<file path="config.mk">
export PLATFORM = sky130hd
export DESIGN_NAME = mem_bank_guard
export DESIGN_NICKNAME = d
export VERILOG_FILES = /design/src/rtl/mbg_pkg.sv /design/src/rtl/mbg_lane_parity.sv /design/src/rtl/mbg_status.sv /design/src/rtl/mem_bank_guard.sv
export SDC_FILE = /design/constraint.sdc
export NUM_CORES = 1
export LEC_CHECK = 0
export ABC_AREA = 1
export BUFFER_PORTS_ARGS = -buffer_cell sky130_fd_sc_hd__buf_2
export CAP_MARGIN = 20
export CORE_MARGIN = 4
export CORE_UTILIZATION = 45
export CTS_CLUSTER_SIZE = 10
export DETAILED_ROUTE_END_ITERATION = 8
export HOLD_SLACK_MARGIN = 0.02
export PLACE_DENSITY_LB_ADDON = 0.1
export SYNTH_ARGS = -nofsm -noshare
export SYNTH_HDL_FRONTEND = slang
export SYNTH_HIERARCHICAL = 1
export SYNTH_SLANG_ARGS = --single-unit
</file>
<file path="constraint.sdc">
create_clock -name clk -period 1.3 [get_ports clk]
set_input_delay 0.13 -clock clk [delete_from_list [all_inputs] [get_ports clk]]
set_output_delay 0.13 -clock clk [all_outputs]
set_load 0.03 [all_outputs]
</file>
<file path="src/rtl/mbg_pkg.sv">
package mbg_pkg;
    typedef enum logic [1:0] {
        S_QUIET     = 2'd0,
        S_PAR_FAULT = 2'd1,
        S_WP_FAULT  = 2'd2
    } guard_state_e;

    localparam logic [1:0] SZ_BYTE = 2'd0;
    localparam logic [1:0] SZ_HALF = 2'd1;
    localparam logic [1:0] SZ_WORD = 2'd2;
endpackage

</file>
<file path="src/rtl/mbg_lane_parity.sv">
module mbg_lane_parity #(
    parameter int unsigned LANES  = 4,
    parameter int unsigned BYTE_W = 8
) (
    input  logic [LANES*BYTE_W-1:0] data,
    input  logic                    odd,
    output logic [LANES-1:0]        gen
);
    for (genvar i = 0; i < LANES; i++) begin : g_lane
        assign gen[i] = (^data[i*BYTE_W +: BYTE_W]) ^ odd;
    end
endmodule

</file>
<file path="src/rtl/mbg_status.sv">
module mbg_status #(
    parameter int unsigned W = 18
) (
    input  logic         clk,
    input  logic         rst_n,
    input  logic [W-1:0] set_bits,
    input  logic         clr_valid,
    input  logic [W-1:0] clr_bits,
    output logic [W-1:0] stat
);
    logic [W-1:0] clr_eff;
    assign clr_eff = clr_valid ? clr_bits : '0;

    always_ff @(posedge clk or negedge rst_n) begin
        if (!rst_n) stat <= '0;
        else        stat <= (stat & ~clr_eff) | set_bits;
    end

    // a bit not named in the clear stays set
    a_r8_sticky: assert property (@(posedge clk) disable iff (!rst_n)
        1'b1 |=> ((stat & $past(stat & ~clr_eff)) == $past(stat & ~clr_eff)));

    // a new error beats a simultaneous clear
    a_r8_set_wins: assert property (@(posedge clk) disable iff (!rst_n)
        (|set_bits) |=> ((stat & $past(set_bits)) == $past(set_bits)));
endmodule

</file>
<file path="src/rtl/mem_bank_guard.sv">
module mem_bank_guard #(
    parameter int unsigned BANKS  = 8,
    parameter int unsigned LANES  = 4,
    parameter int unsigned BYTE_W = 8,
    localparam int unsigned BANK_W = $clog2(BANKS),
    localparam int unsigned OFF_W  = $clog2(LANES),
    localparam int unsigned DATA_W = LANES * BYTE_W,
    localparam int unsigned STAT_W = 2 * BANKS + 2
) (
    input  logic              clk,
    input  logic              rst_n,
    input  logic              acc_valid,
    input  logic [BANK_W-1:0] acc_bank,
    input  logic              acc_write,
    input  logic              acc_instr,
    input  logic              acc_internal,
    input  logic [1:0]        acc_size,
    input  logic [OFF_W-1:0]  acc_offset,
    input  logic [DATA_W-1:0] bus_data,
    input  logic [LANES-1:0]  par_in,
    input  logic [BANKS-1:0]  cfg_par_en,
    input  logic [BANKS-1:0]  cfg_wp,
    input  logic              cfg_odd,
    input  logic              clr_valid,
    input  logic [STAT_W-1:0] clr_bits,
    output logic [LANES-1:0]  par_out,
    output logic              wr_allow,
    output logic              tea,
    output logic [STAT_W-1:0] stat
);
    import mbg_pkg::*;

    localparam int unsigned DPAR_BIT = 2 * BANKS;
    localparam int unsigned IPAR_BIT = 2 * BANKS + 1;

    guard_state_e state_q, state_d;
    logic [LANES-1:0]  lane_on;
    logic [LANES-1:0]  gen;
    logic [LANES-1:0]  mismatch;
    logic              bank_pe, bank_wp;
    logic              rd_bad, wp_bad;
    logic [STAT_W-1:0] set_bits;

    // lane participation from size and offset
    for (genvar i = 0; i < LANES; i++) begin : g_mask
        localparam logic [OFF_W-1:0] IDX = OFF_W'(i);
        assign lane_on[i] = (IDX >> acc_size) == (acc_offset >> acc_size);
    end

    mbg_lane_parity #(.LANES(LANES), .BYTE_W(BYTE_W)) u_par (
        .data (bus_data),
        .odd  (cfg_odd),
        .gen  (gen)
    );

    assign bank_pe  = cfg_par_en[acc_bank];
    assign bank_wp  = cfg_wp[acc_bank];
    assign mismatch = (gen ^ par_in) & lane_on;
    assign rd_bad   = acc_valid && !acc_write && acc_internal && bank_pe && (|mismatch);
    assign wp_bad   = acc_valid && acc_write && bank_wp;
    assign wr_allow = acc_valid && acc_write && !bank_wp;
    assign par_out  = (acc_valid && acc_write && bank_pe) ? (gen & lane_on) : '0;

    always_comb begin
        set_bits = '0;
        if (rd_bad) begin
            set_bits[acc_bank] = 1'b1;
            if (acc_instr) set_bits[IPAR_BIT] = 1'b1;
            else           set_bits[DPAR_BIT] = 1'b1;
        end
        if (wp_bad) set_bits[BANKS + int'(acc_bank)] = 1'b1;
    end

    mbg_status #(.W(STAT_W)) u_stat (
        .clk       (clk),
        .rst_n     (rst_n),
        .set_bits  (set_bits),
        .clr_valid (clr_valid),
        .clr_bits  (clr_bits),
        .stat      (stat)
    );

    // state register
    always_ff @(posedge clk or negedge rst_n) begin
        if (!rst_n) state_q <= S_QUIET;
        else        state_q <= state_d;
    end

    // transitions: every state re-evaluates on the current access
    always_comb begin
        state_d = S_QUIET;
        unique case (state_q)
            S_QUIET, S_PAR_FAULT, S_WP_FAULT: begin
                if (rd_bad)      state_d = S_PAR_FAULT;
                else if (wp_bad) state_d = S_WP_FAULT;
                else             state_d = S_QUIET;
            end
            default: state_d = S_QUIET;
        endcase
    end

    // outputs
    always_comb begin
        tea = 1'b0;
        unique case (state_q)
            S_QUIET:     tea = 1'b0;
            S_PAR_FAULT: tea = 1'b1;
            S_WP_FAULT:  tea = 1'b1;
            default:     tea = 1'b0;
        endcase
    end

    a_r4_external_quiet: assert property (@(posedge clk) disable iff (!rst_n)
        (acc_valid && !acc_write && !acc_internal) |=> !tea);

    a_r5_parity_tea: assert property (@(posedge clk) disable iff (!rst_n)
        (acc_valid && !acc_write && acc_internal && cfg_par_en[acc_bank]
         && (|((par_in ^ par_out ^ gen) & lane_on & ~par_out) || |(mismatch))) |=> tea);

    a_r7_blocked: assert property (@(posedge clk) disable iff (!rst_n)
        (acc_valid && acc_write && cfg_wp[acc_bank]) |-> !wr_allow);

    a_r7_flagged: assert property (@(posedge clk) disable iff (!rst_n)
        (acc_valid && acc_write && cfg_wp[acc_bank]) |=> (tea && stat[BANKS + int'($past(acc_bank))]));

    a_r1_lane0_even: assert property (@(posedge clk) disable iff (!rst_n)
        (acc_valid && acc_write && cfg_par_en[acc_bank] && !cfg_odd && lane_on[0])
        |-> ((^{par_out[0], bus_data[BYTE_W-1:0]}) == 1'b0));

    a_r9_quiet_idle: assert property (@(posedge clk) disable iff (!rst_n)
        (!acc_valid) |=> !tea);
endmodule

</file>
# Word-level counts from Yosys, hierarchy flattened
# Cells that the tools add are included.
dict set report op_classes {
  addsub 1
  mul 0
  div 0
  n_lt_le_gt_ge 5
  eq_ne 6
  shift 5
  muxes 18
  bitwise 11
  n_reduce_logical 20
}
# operator count
set op_table {}
lappend op_table {{$mux 18} 3}
lappend op_table {{$or 18x18->18} 2}
lappend op_table {{$reduce_xor 8->1} 4}
lappend op_table {{$and 18x18->18} 1}
lappend op_table {{$not 18->18} 1}
lappend op_table {{$logic_and 1x1->1} 10}
lappend op_table {{$and 4x4->4} 2}
lappend op_table {{$eq 2x2->1} 4}
lappend op_table {{$mux 1} 7}
lappend op_table {{$bmux 1 s3} 2}
lappend op_table {{$lt 3x6->1 const B} 1}
lappend op_table {{$lt 5x6->1 const B} 1}
lappend op_table {{$mux 2} 3}
lappend op_table {{$add 4x3->5 const A} 1}
lappend op_table {{$demux 1 s5} 1}
lappend op_table {{$ge 5x1->1 const B} 1}
lappend op_table {{$lt 3x4->1 const B} 1}
lappend op_table {{$mux 4} 1}
lappend op_table {{$reduce_or 4->1} 1}
lappend op_table {{$shr 1x2->2 const A} 2}
lappend op_table {{$shr 2x2->2 const A} 2}
lappend op_table {{$xor 1x1->1} 4}
lappend op_table {{$xor 4x4->4} 1}
lappend op_table {{$demux 1 s3} 1}
lappend op_table {{8 further kinds} 9}
dict set report word_totals {
  register_bits 20
  latch_bits 0
  ramBits 0
  rom_bits 0
  inputBits 85
  output_inout_bits 24
  word_cells 68
  memories 0
}

# Depth between registers and ports, before layout
dict set report logic_depth {
  word_depth 10
  depth_mapped 18
  depth_no_buf 16
}

# By module
# The synthesis kept the hierarchy.
# mod instances cells_per_inst area_per_inst_um2 seq_area_each_um2
set by_module_without_submodules {}
lappend by_module_without_submodules {mbg_status 1 92 757.0 450.4}
lappend by_module_without_submodules {mem_bank_guard 1 114 643.1 50.0}
lappend by_module_without_submodules {mbg_lane_parity 1 126 570.5 0.0}

# Worst setup path before layout
# No wires, ideal clock.
dict set report synth_timing {
  path_kind {input to register}
  startpoint {input cfg_odd}
  endpoint {register u_stat.stat[0]}
  setup_time_ns 0.118
  arrival_ns 1.476
  t_required_ns 1.182
  setup_slack_ns -0.294
  cell_stages 17
  path_buffers 2
  path_cell_list {buf_6 -> nand2_1 -> inv_1 -> nor2_1 -> nand2_1 -> nand2_1 -> nand2_1 -> nand3_1 -> nand2_1 -> xor2_1 -> nand2_1 -> nand2_1 -> nor2_1 -> buf_2 -> nor3_2 -> inv_1 -> nand2_1}
}
dict set report synth_between {
  elab_chain_cells 9
  word_cells_on_any_way 12
  classes_between {mux (2); bitwise (8); reduce/logical (2)}
}
# element line
set synth_rtl {}
lappend synth_rtl {{start, declared} mem_bank_guard.sv:23} ;# input logic cfg_odd,
lappend synth_rtl {{$xor 1x1->1 *} mbg_lane_parity.sv:10} ;# assign gen[i] = (^data[i*BYTE_W +: BYTE_W]) ^ odd;
lappend synth_rtl {{named net gen[0]} mem_bank_guard.sv:38} ;# logic [LANES-1:0] gen;
lappend synth_rtl {{$xor 4x4->4 *} mem_bank_guard.sv:58} ;# assign mismatch = (gen ^ par_in) & lane_on;
lappend synth_rtl {{$and 4x4->4 *} mem_bank_guard.sv:58}
lappend synth_rtl {{$reduce_or 4->1 *} mem_bank_guard.sv:59} ;# assign rd_bad = acc_valid && !acc_write && acc_internal && bank_pe && (|mismatch);
lappend synth_rtl {{$logic_and 1x1->1 *} mem_bank_guard.sv:59}
lappend synth_rtl {{$mux 18 *} mem_bank_guard.sv:66} ;# if (rd_bad) begin
lappend synth_rtl {{$or 18x18->18 (no line)} --}
lappend synth_rtl {{$mux 18 *} mem_bank_guard.sv:71} ;# if (wp_bad) set_bits[BANKS + int'(acc_bank)] = 1'b1;
lappend synth_rtl {{named net set_bits[0]} mem_bank_guard.sv:42} ;# logic [STAT_W-1:0] set_bits;
lappend synth_rtl {{$or 18x18->18 *} mbg_status.sv:16} ;# else stat <= (stat & ~clr_eff) | set_bits;
lappend synth_rtl {{end signal, assigned} mbg_status.sv:16}
lappend synth_rtl {{end, declared} mbg_status.sv:9} ;# output logic [W-1:0] stat
# Mark *: on every way through the listed nets, which the timed path passes. The rest lies on a longest branch.

# Final worst setup path
dict set report layout_timing {
  startpoint {input cfg_odd}
  endpoint {register u_stat.stat[3]}
}
# The elaborated chain is that of the path after synthesis.

==> impl_results.md <==
- Slew Viols, Final: 0
- Io pins: 109
- Chip Height: 74.18 microns
- Flop pwr share: 29.3%
- Core Region: 4115 sq um
- Std-Cell Rows: 23
- Starting density of the core: 47.89%
- Clk slew on worst S/H paths: approximately 0.070 ns
- TritonCTS Buffers: 3
- Via density: 4.523
- Fin worst setup slack: -0.1017 ns
- Comb pwr share: 43.2%
- Crit. End Element: flip-flop
- Fin. Hold Viols: 0
- Drt initial violations: 93
- Yosys warnings: 6
- Nets: around 540
- Most common cell after layout, fill and taps aside: nand2_1
- Hold Path Cell Cnt: 4
- DRC viols: 0
- Reg-to-reg startpoint: state_q[0]$_DFF_PN0_
- Slew margin rel.: 70.72%
- Root Driver: clkbuf_8
- Clock share of power: 27.5%
- Failing checks: setup timing
- Data arrival, critical path: 1.55 ns
- N_diodes: 0
- Initial antenna violation count: 0
- Final ANT Viol Nets: 0
- Die ar.: 5502 sq um
- # Max-Cap Violations: 0
- Reg2Reg Setup Slack: 0.44 ns
- Fin Clk Skew: 0.003908 ns
- I/O Buffers: 108
- Layout cells sized above 1: 40.13%
- Final GP Congestion: around 0.8
- CP startpoint kind: primary input
- Leakage: 1.815 nW
- Crit path max fanout: 5
- Placed Cells: 491
- CTS tree: built
- Detailed placement HPWL: 4.101 mm
- Power, Total: around 2.2 mW
- Routed WL: 5.117 mm
- Clk_lat worst skew: 0.26 ns
- Hold slack: 0.1049 ns
- Largest net degree at the start of global routing: 21
- Mapped Cells: 332
- Seq cells post-synth: 20
- Fillers: around 360
- Clock Sinks: 20
- Most frequent cells in the layout: nand2_1, buf_2, inv_1, nand2_2, dfrtp_1
- Status: finished with violations
- Die span in x: 74.18 microns
- Hold Startpoint: clr_bits[8]
- Kind of critical path: in2reg
- RSZ-0062 raised after global routing: true
- Area delta synth->final: 49.78%
- Worst VDD drop: 0.4067 mV
- Mapped Nets: 418
- CP required: about 1.5 ns
- Htree depth: 1
- Switching Fraction: 33.06%
- Setup-failing EPs final: 14
- Setup WS pre-CTS: -0.6918 ns
- GR Overflow Total: 0
- CTS Buffer Depth: 2
- Routed len/inst: 10.21 microns
- Global-route wire length before repair: ~8.4 mm
- Cell Area, Synth: 1971 sq um
- Gr usage total: 19.16%
- Register area share after synthesis: 25.40%
- Worst slew pin tran: 0.4392 ns
- Vias in the first global route: 2189
- Worst Hold End: u_stat/stat[8]$_DFF_PN0_
- Via count: around 2300
- Fmax: 713.4 MHz
- Final worst path period need: 1.402 ns
- Avg Cell Area, Syn: just under 6 sq um
- Reg2reg path depth: 2
- P_sw: around 0.74 mW
- Final Cycle Share: 107.8%
- Non-filler instance count after layout: 501
- Internal power: 1.498 mW
- Power per cell area: ~760 nW/um^2
- Post-synthesis cell type count: 20
- Reg2Reg Capture Point: state_q[0]$_DFF_PN0_
- Hold Path Class: in2reg
- DR pass1 iterations: 4
final cells by class:
type	instances	area [sq um]	area share (%)
Multi-Input combinational cell	249	1304	44.17
Timing Repair Buffer	123	788.3	26.71
Sequential cell	20	500.5	16.96
Inverter	55	225.2	7.630
Tap cell	50	62.56	2.120
Clock buffer	3	41.29	1.399
Clock inverter	1	30.03	1.017
state kept, by name (all words and copies together), names as in the netlist:
signal and cells:
state_q 2, u_stat/stat 18
worst max-delay path, stage by stage:
cell and delay [ns]:
buf_12 0.12, nand2_4 0.06, buf_6 0.09, nand2_2 0.04, nand2_2 0.07, nand2_1 0.05, nand2_1 0.07, nand2_1 0.05
nand2_1 0.06, nand2_2 0.07, xor2_1 0.16, nand2_1 0.07, nand2_2 0.06, nor2_4 0.14, buf_6 0.15, nor3_2 0.05
inv_1 0.06, nand2_1 0.06
synth_stat cells:
cell | n | area (sq um)
nand2_1 | 163 | 611.8
nand3_1 | 16 | 80.08
nand2_2 | 6 | 37.54
a21oi_1 | 4 | 20.02
o21ai_0 | 2 | 10.01
o21ai_1 | 2 | 10.01
nor3_1 | 1 | 5.000
and3b_1 | 1 | 8.760
buf_6 | 6 | 67.56
xnor2_1 | 8 | 70.07
buf_2 | 1 | 5.000
buf_12 | 1 | 20.02
dfrtp_1 | 20 | 500.5
nor3_2 | 10 | 100.1
inv_2 | 2 | 7.510
xor2_1 | 12 | 105.1
ha_1 | 1 | 12.51
nor2_1 | 23 | 86.33
inv_1 | 52 | 195.2
bufinv_8 | 1 | 17.52
what timing repair did:
action	4_1_cts	5_1_grt
gates resized for setup	39	35
hold buffers	1	0
hold endpoints to repair	20	0
setup buffers	3	3
endpoints found under the setup margin	15	16
pin swaps	22	34
cloned	1	0
stage by stage:
step | setup TNS (ns) | instance area [sq um] | utilization (%)
after detailed placement | -8.364 | 2569 | 62.42
after CTS | -0.7183 | 2838 | 68.96
after global placement | -8.107 | 2569 | 62.42
after global routing | -3.319 | 2952 | 71.72
after floorplan | -1.796 | 2001 | -
final | -0.9305 | 2952 | 71.72
kinds of logic (layout without fill, tap and decap cells):
group / after synthesis / count (layout) / share of synthesized area [%]
adders and majority gates: 1 / 1 / 0.6348
buffers and inverters: 63 / 182 / 15.87
AOI/OAI and AO/OA: 8 / 8 / 2.032
DFF: 20 / 20 / 25.40
xor gates and xnor gates: 20 / 20 / 8.889
and+or+nand+nor: 220 / 220 / 47.18
worst max path at each step:
stage / endpoint / start / depth (start not counted) / slack (ns)
finish: u_stat/stat[3]$_DFF_PN0_ / cfg_odd / 18 / -0.10
CTS: par_out[2] / bus_data[17] / 14 / -0.08
detailed placement: u_stat/stat[17]$_DFF_PN0_ / cfg_odd / 17 / -0.69
global route: u_stat/stat[1]$_DFF_PN0_ / cfg_odd / 18 / -0.28
global placement: u_stat/stat[16]$_DFF_PN0_ / cfg_odd / 17 / -0.69
floorplan: u_stat/stat[1]$_DFF_PN0_ / cfg_odd / 17 / -0.18
routing by layer:
metal	part of all wire [%]	routed length, microns	GRT usage (%)	up-vias
met1	35	1810	18.70	974
met4	1.6	84	5.634	0
met5	0	0	0	-
met3	7.7	393	2.973	8
met2	55	2829	40.16	68
li1	-	-	-	1216
power by group through the flow:
stage               clock network, mW  registers [mW]  logic [mW]
global route                    0.659           0.658        1.08
CTS                             0.632           0.655       0.890
floorplan                           0           0.710       0.461
detailed placement                  0           0.667       0.762
finish                          0.616           0.655       0.967
global placement                    0           0.667       0.747
Power figures use the tool's default switching activity.
